==> src/rtl/rsn_pkg.sv <==
// Shared constants for the reset request and cause recorder.
// Assumes a 4-bit multi-bit boolean request field.
package rsn_pkg;
    localparam int         REQ_W     = 4;
    localparam logic [3:0] MUBI_TRUE = 4'h6;
    localparam logic [3:0] MUBI_FALSE = 4'h9;
    localparam int         FIXED_CAUSES = 3;   // power-on, low-power exit, software
    localparam int         BIT_POR   = 0;
    localparam int         BIT_LPX   = 1;
    localparam int         BIT_SWR   = 2;
    localparam int         BIT_HW0   = 3;
    localparam int         ADR_REQ   = 0;
    localparam int         ADR_CAUSE = 1;
endpackage

==> src/rtl/rsn_req_reg.sv <==
// Software reset request field.
// Stores any 4-bit value and flags a request only while it holds the true encoding.
// A completion returns the field to the false encoding, overriding a same-cycle write.
module rsn_req_reg
    import rsn_pkg::*;
(
    input  logic             clk,
    input  logic             rst_n,
    input  logic             wr_fire,
    input  logic [REQ_W-1:0] wr_val,
    input  logic             done,
    output logic [REQ_W-1:0] req_q,
    output logic             req_active
);
    // Request field storage with hardware return on completion
    always_ff @(posedge clk) begin
        if (!rst_n)       req_q <= MUBI_FALSE;
        else if (done)    req_q <= MUBI_FALSE;
        else if (wr_fire) req_q <= wr_val;
    end

    // Only the exact true encoding counts as a request
    always_comb req_active = (req_q == MUBI_TRUE);
endmodule

==> src/rtl/rsn_cause_log.sv <==
// Sticky reset cause record.
// Events are held as pending bits and committed on completion, ORed into the record.
// Bits clear on a write of 1. A commit wins over a same-cycle clear.
// Power-on reset leaves only bit 0 set.
module rsn_cause_log
    import rsn_pkg::*;
#(
    parameter int NUM_HW = 5,
    localparam int CW = FIXED_CAUSES + NUM_HW
) (
    input  logic              clk,
    input  logic              rst_n,
    input  logic              clr_fire,
    input  logic [CW-1:0]     clr_mask,
    input  logic              sw_active,
    input  logic              lp_exit,
    input  logic [NUM_HW-1:0] hw_req,
    input  logic              done,
    output logic [CW-1:0]     cause_q
);
    logic [CW-1:0] ev;
    logic [CW-1:0] pend_q;

    // Gather this cycle's events in record bit order
    always_comb begin
        ev          = '0;
        ev[BIT_LPX] = lp_exit;
        ev[BIT_SWR] = sw_active;
        ev[BIT_HW0 +: NUM_HW] = hw_req;
    end

    for (genvar i = 0; i < CW; i++) begin : g_bit
        // Hold an event until the reset it caused has completed
        always_ff @(posedge clk) begin
            if (!rst_n)     pend_q[i] <= 1'b0;
            else if (done)  pend_q[i] <= 1'b0;
            else if (ev[i]) pend_q[i] <= 1'b1;
        end

        // Record bit: commit on completion, else clear on write of 1
        always_ff @(posedge clk) begin
            if (!rst_n)                          cause_q[i] <= (i == BIT_POR);
            else if (done && (pend_q[i] || ev[i])) cause_q[i] <= 1'b1;
            else if (clr_fire && clr_mask[i])    cause_q[i] <= 1'b0;
        end
    end
endmodule

==> src/rtl/rst_cause_rec.sv <==
// Top of the reset request and cause recorder.
// Decodes the register port, forwards the software request and reads back both words.
// Word index 0 is the request field and word index 1 is the cause record.
module rst_cause_rec
    import rsn_pkg::*;
#(
    parameter int DATA_W = 32,
    parameter int ADDR_W = 2,
    parameter int NUM_HW = 5
) (
    input  logic              clk,
    input  logic              rst_n,
    input  logic              wr_en_i,
    input  logic [ADDR_W-1:0] wr_addr_i,
    input  logic [DATA_W-1:0] wr_data_i,
    input  logic [ADDR_W-1:0] rd_addr_i,
    output logic [DATA_W-1:0] rd_data_o,
    output logic              sys_rst_req_o,
    input  logic              lp_exit_i,
    input  logic [NUM_HW-1:0] hw_req_i,
    input  logic              rst_done_i
);
    localparam int CW = FIXED_CAUSES + NUM_HW;

    logic             wr_req, wr_cause;
    logic [REQ_W-1:0] req_q;
    logic             req_active;
    logic [CW-1:0]    cause_q;
    logic             unused_hi;

    // Decode which word a write targets
    always_comb begin
        wr_req   = wr_en_i && (wr_addr_i == ADDR_W'(ADR_REQ));
        wr_cause = wr_en_i && (wr_addr_i == ADDR_W'(ADR_CAUSE));
    end

    assign unused_hi = ^wr_data_i[DATA_W-1:CW];

    rsn_req_reg u_req (
        .clk        (clk),
        .rst_n      (rst_n),
        .wr_fire    (wr_req),
        .wr_val     (wr_data_i[REQ_W-1:0]),
        .done       (rst_done_i),
        .req_q      (req_q),
        .req_active (req_active)
    );

    rsn_cause_log #(.NUM_HW(NUM_HW)) u_log (
        .clk       (clk),
        .rst_n     (rst_n),
        .clr_fire  (wr_cause),
        .clr_mask  (wr_data_i[CW-1:0]),
        .sw_active (req_active),
        .lp_exit   (lp_exit_i),
        .hw_req    (hw_req_i),
        .done      (rst_done_i),
        .cause_q   (cause_q)
    );

    assign sys_rst_req_o = req_active;

    // Read mux: zero-extended words, zero for unmapped indices
    always_comb begin
        rd_data_o = '0;
        if (rd_addr_i == ADDR_W'(ADR_REQ))        rd_data_o[REQ_W-1:0] = req_q;
        else if (rd_addr_i == ADDR_W'(ADR_CAUSE)) rd_data_o[CW-1:0]    = cause_q;
    end
endmodule

==> config.mk <==
export PLATFORM = sky130hd
export DESIGN_NAME = rst_cause_rec
export DESIGN_NICKNAME = d
export VERILOG_FILES = /design/src/rtl/rsn_pkg.sv /design/src/rtl/rsn_req_reg.sv /design/src/rtl/rsn_cause_log.sv /design/src/rtl/rst_cause_rec.sv
export SDC_FILE = /design/constraint.sdc
export NUM_CORES = 1
export LEC_CHECK = 0
export BUFFER_PORTS_ARGS = -buffer_cell sky130_fd_sc_hd__buf_2
export CAP_MARGIN = 20
export CORE_ASPECT_RATIO = 0.8
export CORE_MARGIN = 2
export CORE_UTILIZATION = 38
export CTS_CLUSTER_SIZE = 14
export DETAILED_ROUTE_END_ITERATION = 6
export GPL_TIMING_DRIVEN = 0
export PLACE_DENSITY = 0.79
export SLEW_MARGIN = 20
export SYNTH_ARGS = -nofsm -noshare
export SYNTH_HDL_FRONTEND = slang
export SYNTH_SLANG_ARGS = --single-unit
export TNS_END_PERCENT = 5
==> constraint.sdc <==
create_clock -name clk -period 1.3 [get_ports clk]
set_clock_uncertainty 0.05 [all_clocks]
set_input_delay 0.26 -clock clk [delete_from_list [all_inputs] [get_ports clk]]
set_output_delay 0.26 -clock clk [all_outputs]
set_load 0.1 [all_outputs]
# Word level (Yosys, flattened, before mapping)
# Index checks and enable logic that the tools add are counted.
[op_classes]
eq_ne = 3
bitwise = 1
muxes = 17
reduce_logical = 34
[op_table]
columns = ["op", "n"]
rows = [
  ["$logic_and A1 B1 Y1", 17],
  ["$mux W1", 14],
  ["$reduce_bool A2 Y1", 7],
  ["$mux W4", 2],
  ["$mux W8", 1],
  ["$logic_or A1 B1 Y1", 7],
  ["$eq A2 B1 Y1 const B", 2],
  ["$eq A4 B3 Y1 const B", 1],
  ["$logic_not A2 Y1", 2],
  ["$reduce_or A2 Y1", 1],
  ["$not A1 Y1", 1],
]
[totals]
input_bits = 46
out_inout_bits = 33
register_bits = 19

# Logic depth before layout (Yosys ltp)
# Gate-level depths: netlist of run 1.
[depth]
ltp_word = 5
depth_mapped = 4

# By module
# From an unflattened synthesis of run 1, not the netlist that was laid out.
[hier_totals]
hier_cells = 112
hier_area_um2 = 1031.0
[modules_own_cells]
columns = ["module", "instances", "cells_per_inst", "area_each_um2"]
rows = [
  ["rsn_cause_log", 1, 55, 563.0],
  ["rst_cause_rec", 1, 41, 305.3],
  ["rsn_req_reg", 1, 16, 162.7],
]

# Worst setup path before layout of run 1
# OpenSTA, ideal clock, no wires.
[synth_path]
kind = "in2out"
from = "input port rd_addr_i[0]"
to = "output port rd_data_o[0]"
stages = 3
arrival_time_ns = 1.774
setup_slack_ns = -0.784
path_cell_list = "buf_2 -> mux2i_1 -> nor2_1"
[synth_via]
elab_chain_cells = 3
[synth_lines]
columns = ["item", "line_no", "text"]
rows = [
  ["from (decl)", "rst_cause_rec.sv:16", "input logic [ADDR_W-1:0] rd_addr_i,"],
  ["$eq A2 B1 Y1", "rst_cause_rec.sv:67", "else if (rd_addr_i == ADDR_W'(ADR_CAUSE)) rd_data_o[CW-1:0] = cause_q;"],
  ["$mux W8", "rst_cause_rec.sv:67", ""],
  ["$mux W4 *", "rst_cause_rec.sv:66", "if (rd_addr_i == ADDR_W'(ADR_REQ)) rd_data_o[REQ_W-1:0] = req_q;"],
  ["to (decl)", "rst_cause_rec.sv:17", "output logic [DATA_W-1:0] rd_data_o,"],
]
# Mark *: on every way between the ends. The rest lies on a longest branch, timed or not.

# Worst setup path in the final report of run 1
[layout_path]
from = "register u_req.req_q[0]"
to = "output port sys_rst_req_o"
[layout_via]
elab_chain_cells = 1
[layout_lines]
columns = ["item", "line_no", "text"]
rows = [
  ["from (decl)", "rsn_req_reg.sv:12", "output logic [REQ_W-1:0] req_q,"],
  ["from (signal assigned)", "rsn_req_reg.sv:19", "else if (wr_fire) req_q <= wr_val;"],
  ["$eq A4 B3 Y1", "rsn_req_reg.sv:23", "always_comb req_active = (req_q == MUBI_TRUE);"],
  ["to (decl)", "rst_cause_rec.sv:18", "output logic sys_rst_req_o,"],
]
# No other way between the ends.

==> results of run 1 <==
-- kinds of logic after synthesis --
| kind of cell | synth area share |
|---|---|
| other cells | 0.00388 |
| buf+inv | 0.212 |
| compound gates | 0.101 |
| simple gates | 0.207 |
| mux | 0.0828 |
| flops | 0.393 |
-- cells in the mapped netlist, drive strengths merged --
library cell   n  area share
buf           27        0.21
nor2          20       0.078
dfxtp         19        0.39
nand2         11       0.043
mux2i          8       0.083
a21oi          7       0.036
o21bai         7       0.054
and2           4       0.026
nor2b          2       0.013
a21bo          1       0.010
and3b          1      0.0091
and4bb         1       0.013
clkbuf         1      0.0039
conb           1      0.0039
nand2b         1      0.0065
nor3b          1       0.019
-- worst max-delay path: stages (launching register included) --
cell and delay, ps:
dfxtp_2 350, and4bb_2 340, buf_12 180
-- per-stage QoR --
stage                     std cells  TNS, ps  worst slack (ps)  area, um2
after floorplan                 135     -556             -88.4       1090
after global placement          200    -1220              -223       1280
after detailed placement        200    -1340              -231       1280
after CTS                       204     -706              -178       1410
after global routing            204     -847              -201       1450
final                           204     -611              -174       1450
-- sequential cells by signal (all words and copies together) (netlist names) --
name           cells
u_log.cause_q      8
u_log.pend_q       7
u_req.req_q        4
-- how the worst max path moves through the flow --
stage                         from            end  cells past startpoint
floorplan             rd_addr_i[0]   rd_data_o[4]                      3
global placement      rd_addr_i[0]   rd_data_o[5]                      4
detailed placement    rd_addr_i[0]   rd_data_o[4]                      4
CTS                 u_req.req_q[0]  sys_rst_req_o                      2
global route        u_req.req_q[0]  sys_rst_req_o                      2
finish              u_req.req_q[0]  sys_rst_req_o                      2
-- area by class of cell --
class	count	area [um2]
clock buffers	3	22.5
well taps	36	45.0
clock inverters	1	5.00
multi-input cells	88	519
fillers	213	971
flip-flops and latches	19	390
repair buffers	29	262
plain buffers	28	208
-- per-layer routing --
metal | vias up | share of wire | routed length [um]
li1 | 428 | - | -
met1 | 349 | 0.42 | 857
met2 | 46 | 0.48 | 981
met3 | 2 | 0.090 | 185
met4 | 0 | 0.0093 | 19
met5 | - | 0 | 0
-- power by group through the flow --
stage / logic [mW] / registers [mW] / clock network, mW
3_3_place_gp: 0.573 / 0.635 / 0
6_report: 0.620 / 0.626 / 0.295
5_1_grt: 0.646 / 0.630 / 0.328
3_5_place_dp: 0.577 / 0.637 / 0
2_1_floorplan: 0.514 / 0.632 / 0
4_1_cts: 0.604 / 0.624 / 0.296
-- what timing repair did --
item,4_1_cts,5_1_grt
cloned,0,0
resized for setup,30,18
pin swaps,1,1
setup endpoints to repair,9,9
==> metrics.cfg, run 1 <==
[synthesis]
syn_avg_cell_area_um2 = 8.64
synthesis.area_um2 = 967
yosys_register_bits = 19
synth.distinct_cells = 18
yosys_warnings = 0
ys_seq_area_frac = 0.393
synthCells = 112

[worst_setup_path]
r2r_end = u_log.cause_q[2]
crit_fanout = 3
r2r-start = u_req.req_q[3]
critical_path_required_ps = 990
r2r_cells = 3
cp.arrival_ps = 1160
start_kind = flop
endpoint_kind = output pin
worstSetupPathType = reg2out
r2r_slack_ps = 270

[global_route]
grt_antenna_before_repair = 0
grt_pass1_vias = 749
met1_usage = 0.191
grtUsageMet2 = 0.216
grt-ovfl-total = 0
grt_pass1_wl_um = 3240
grt_use_total = 0.144
grt_max_degree = 12
grt_busiest_layer = met2
grtUsageMet3 = 0.0398

[pwr]
peakVddDrop_v = 0.000587
swShare = 0.428
p_leak_nw = 0.723
p_switching_uw = 660
p_seq_frac = 0.406
p_comb_frac = 0.402
internal_power_uw = 882
power_mw = 1.54
power_frac_clock = 0.192
powerDensity_nw_per_um2 = 1060

[min_path]
hold_end = u_log.pend_q[5]
min_from = hw_req_i[2]
hold_path_depth = 3
worstHoldPathType = in2reg

[sta]
fmax_mhz = 678
min_period_over_period = 1.13
hold_slack_ps = 135
period_needed_ps = 1470
rsz0062_at_grt = yes
setup_violations = 5
fin_ws_ps = -174
drv_slew = 0
hold_viol_final = 0

[clock_network]
cts-root-buf = clkbuf_4
worstSkewPairLatency_ps = 300
cts_htree_levels = 1
clock_sinks = 19
cts_setup_buffers = 0
numCtsBuffers = 3
clockBufferDepth = 2
ctsHoldBuffers = 0
clk_pin_slew_ps = 110
tritoncts = built

[die]
pin_count = 79
die_x_um = 60.4
start_util = 0.399
design.die.area_um2 = 2970
die-height_um = 49.1
core-area_um2 = 2420
rows = 16

[drt]
drtIter0Drc = 8
drc_errors = 0
avgViaCountPerCell = 4.04
antenna_left = 0
wl_um = 2050
wl_per_cell_um = 10.0
dr.pass1.iters = 4
vias = 825

[finish]
drive_gt1_frac = 0.476
area_growth_pct = 50.1
mostFrequentLayoutCells = 24 x buf_4, 24 x conb_1, 21 x buf_2
post-route-util = 0.599
final_nets = 215
antenna_cells = 0

[placed_design]
hpwl_um = 1640
gp_congestion = 0.851
numPortBuffers = 29

[outcome]
violations = negative setup slack
status = finished with violations

[run]
maxCapViolations = 0

No activity file was read; power rests on OpenSTA's default activity.
==> run 2: changes to the inputs <==
Settings changed: ABC_AREA set to 1, PLACE_DENSITY 0.79 to 0.78.
==> run 2 against run 1 <==
Against the previous run: fmax increased by 4.4%; critical endpoint unchanged; sequential power about the same; sequential share of layout area decreased by 0.91 points; design area increased by 4.5%; register-to-register slack improved by 150 ps; the flow still finishes with violations (negative setup slack); clock power about the same; largest power group is now combinational logic; worst hold slack got worse by 43 ps; highest routed layer unchanged; non-clock buffer count decreased by 3; via count increased by 7.9%.
==> metrics.cfg, run 2 <==
[drt]
vias = 890  ; +7.9%
wl_um = 2030  ; -0.54%
drtIter0Drc = 13  ; +5
wl_per_cell_um = 9.00  ; -10%
avgViaCountPerCell = 3.94  ; -2.6%
drc_errors = 0  ; unchanged
dr.pass1.iters = 4  ; unchanged
antenna_left = 0  ; unchanged

[synthesis]
synth-main-ff-cell = dfxtp_1
synth_common_cells = 24 x buf_4, 20 x inv_1, 19 x dfxtp_1
yosys_warnings = 0  ; unchanged
yosysMostFrequentCell = buf_4
ys_seq_area_frac = 0.388  ; -0.00552
synth_edf_count = 0  ; unchanged
synthesis.area_um2 = 981  ; +1.4%
yosys-top-cells-area = dfxtp_1 39%, buf_4 18%, inv_1 7.7%, o21ai_0 7.7%, nor2_1 6.9%
synthCells = 133  ; +19%
async_reset_ff_frac = 0  ; unchanged
synth.distinct_cells = 17  ; -1
yosysTopAreaCell = dfxtp_1
yosys_register_bits = 19  ; unchanged
syn_avg_cell_area_um2 = 7.38  ; -15%
synth.top_cell.area_share = 0.388  ; -0.00552

[min_path]
hold_path_depth = 2  ; -1
min_from = rst_n
hold_end = u_log.cause_q[0]
worstHoldPathType = in2reg

[placed_design]
gp_congestion = 0.803  ; -5.6%
numPortBuffers = 30  ; +3.4%
place_inst = 222  ; +11%
hpwl_um = 1610  ; -1.7%
preCtsSetupSlack_ps = -295  ; -63.8 ps
dpl_cell_area_um2 = 1330  ; +3.6%

[finish]
fin_area_um2 = 1520  ; +4.5%
antenna_cells = 0  ; unchanged
layout.cells.non_filler = 226  ; +11%
regMostFlops = u_log.cause_q
regArea_um2 = 394  ; +0.96%
area_growth_pct = 54.6
mostFrequentLayoutCells = 24 x buf_4, 24 x conb_1, 21 x buf_2
multi_input_area_um2 = 499  ; -3.9%
largest_reg_flops = 8  ; unchanged
reg_top3 = u_log.cause_q (8), u_log.pend_q (7), u_req.req_q (4)
drive_gt1_frac = 0.479  ; +0.00276
fill_cells = 241  ; +13%
final_nets = 237  ; +10%

[clock_network]
tritoncts = built
clockBufferDepth = 2  ; unchanged
ctsHoldBuffers = 0  ; unchanged
cts_setup_buffers = 0  ; unchanged
cts-root-buf = clkbuf_4
clock_sinks = 19  ; unchanged
worstSkewPairLatency_ps = 290  ; about the same
cts_htree_levels = 1  ; unchanged
numCtsBuffers = 3  ; unchanged
clk_pin_slew_ps = 110  ; about the same

[global_route]
grt_antenna_before_repair = 0  ; unchanged
grt_use_total = 0.145  ; +0.00106
grt_max_degree = 12  ; unchanged
grt_pass1_wl_um = 3240  ; -0.22%
grt-ovfl-total = 0  ; unchanged
grt_pass1_vias = 764  ; +2.0%

[sta]
hold_viol_final = 0  ; unchanged
fmax_mhz = 708  ; +4.4%
drv_slew = 0  ; unchanged
setup_violations = 5  ; unchanged
rsz0062_at_grt = yes
hold_slack_ps = 91.7  ; -42.8 ps
fin_ws_ps = -112  ; +61.6 ps
tns_ps = -469  ; +141 ps
period_needed_ps = 1410  ; -61.6 ps
min_period_over_period = 1.09  ; -0.0474

[pwr]
peakVddDrop_v = 0.000675  ; +15%
p_leak_nw = 0.760  ; +5.3%
powerDensity_nw_per_um2 = 1020  ; -3.8%

[worst_setup_path]
worstSetupPathType = reg2out
critical_path_required_ps = 990  ; about the same
start_kind = flop
r2r-start = u_req.req_q[3]
r2r_end = u_log.cause_q[2]
crit_fanout = 3  ; unchanged
cp.arrival_ps = 1100  ; -60 ps
endpoint_kind = output pin
r2r_cells = 5  ; +2
r2r_slack_ps = 420  ; +150 ps

[die]
die-height_um = 49.4  ; +0.65%
pin_count = 79  ; unchanged
design.die.area_um2 = 3010  ; +1.3%
core-area_um2 = 2440  ; +0.83%
rows = 16  ; unchanged
die_x_um = 60.8  ; +0.66%
start_util = 0.402  ; +0.00236

[outcome]
status = finished with violations
violations = negative setup slack

[run]
maxCapViolations = 0  ; unchanged

run 2: cell count changes after synthesis, sizes merged, moves of 2 or more:
cell | previous run | this run
mux2i | 8 | 0
inv | 0 | 22
o21ai | 0 | 21
a21oi | 7 | 12
nand3 | 0 | 5
nor2b | 2 | 0
o21bai | 7 | 0
buf | 27 | 24
and2 | 4 | 0
nand2 | 11 | 8
run 2: worst max path at each step:
stage	from	to	slack [ps]
2_1_floorplan	rd_addr_i[0]	rd_data_o[0]	-110
3_3_place_gp	rd_addr_i[0]	rd_data_o[1]	-260
3_5_place_dp	rd_addr_i[0]	rd_data_o[1]	-290
4_1_cts	u_req.req_q[3]	sys_rst_req_o	-150
5_1_grt	u_req.req_q[3]	sys_rst_req_o	-170
6_report	u_req.req_q[3]	sys_rst_req_o	-110
run 2: cell type report:
class | instances | area share
Clock inverter | 1 | 0.00330
Sequential cell | 19 | 0.260
Clock buffer | 3 | 0.0149
Multi-Input combinational cell | 91 | 0.329
Timing Repair Buffer | 30 | 0.188
Inverter | 22 | 0.0561
Buffer | 24 | 0.119
Tap cell | 36 | 0.0297
run 2: what timing repair did:
| action | in CTS | in global routing |
|---|---|---|
| pin swaps | 6 | 3 |
| gates resized for setup | 45 | 11 |
| endpoints found under the setup margin | 9 | 9 |
run 2: logic make-up after synthesis:
group | count (synthesis) | synth area share
DFF | 19 | 0.388
other | 1 | 0.00382
AOI/OAI and AO/OA | 33 | 0.184
buffers and inverters | 46 | 0.270
and+or+nand+nor | 34 | 0.154
run 2: stage by stage:
stage | util | total power [mW]
after global placement | 0.543 | 1.22
after CTS | 0.613 | 1.55
after global routing | 0.621 | 1.63
after detailed placement | 0.543 | 1.22
final | 0.621 | 1.55
after floorplan | - | 1.15
run 2: worst max-delay path: stages (launching register included):
cell,delay (ps)
dfxtp_2,350
nor2_2,120
nand2_2,90
inv_2,80
buf_12,170
run 2: layer usage:
layer  vias up  GRT usage  wire [um]
li1        486          -          -
met1       373      0.178        913
met2        29      0.247        990
met3         2     0.0186        114
met4         0     0.0652         15
met5         -          0          0
run 2: report_power, final:
part           total (mW)  switching, mW  internal, mW
sequential          0.626         0.0141         0.612
combinational       0.629          0.481         0.149
clock               0.293          0.179         0.114
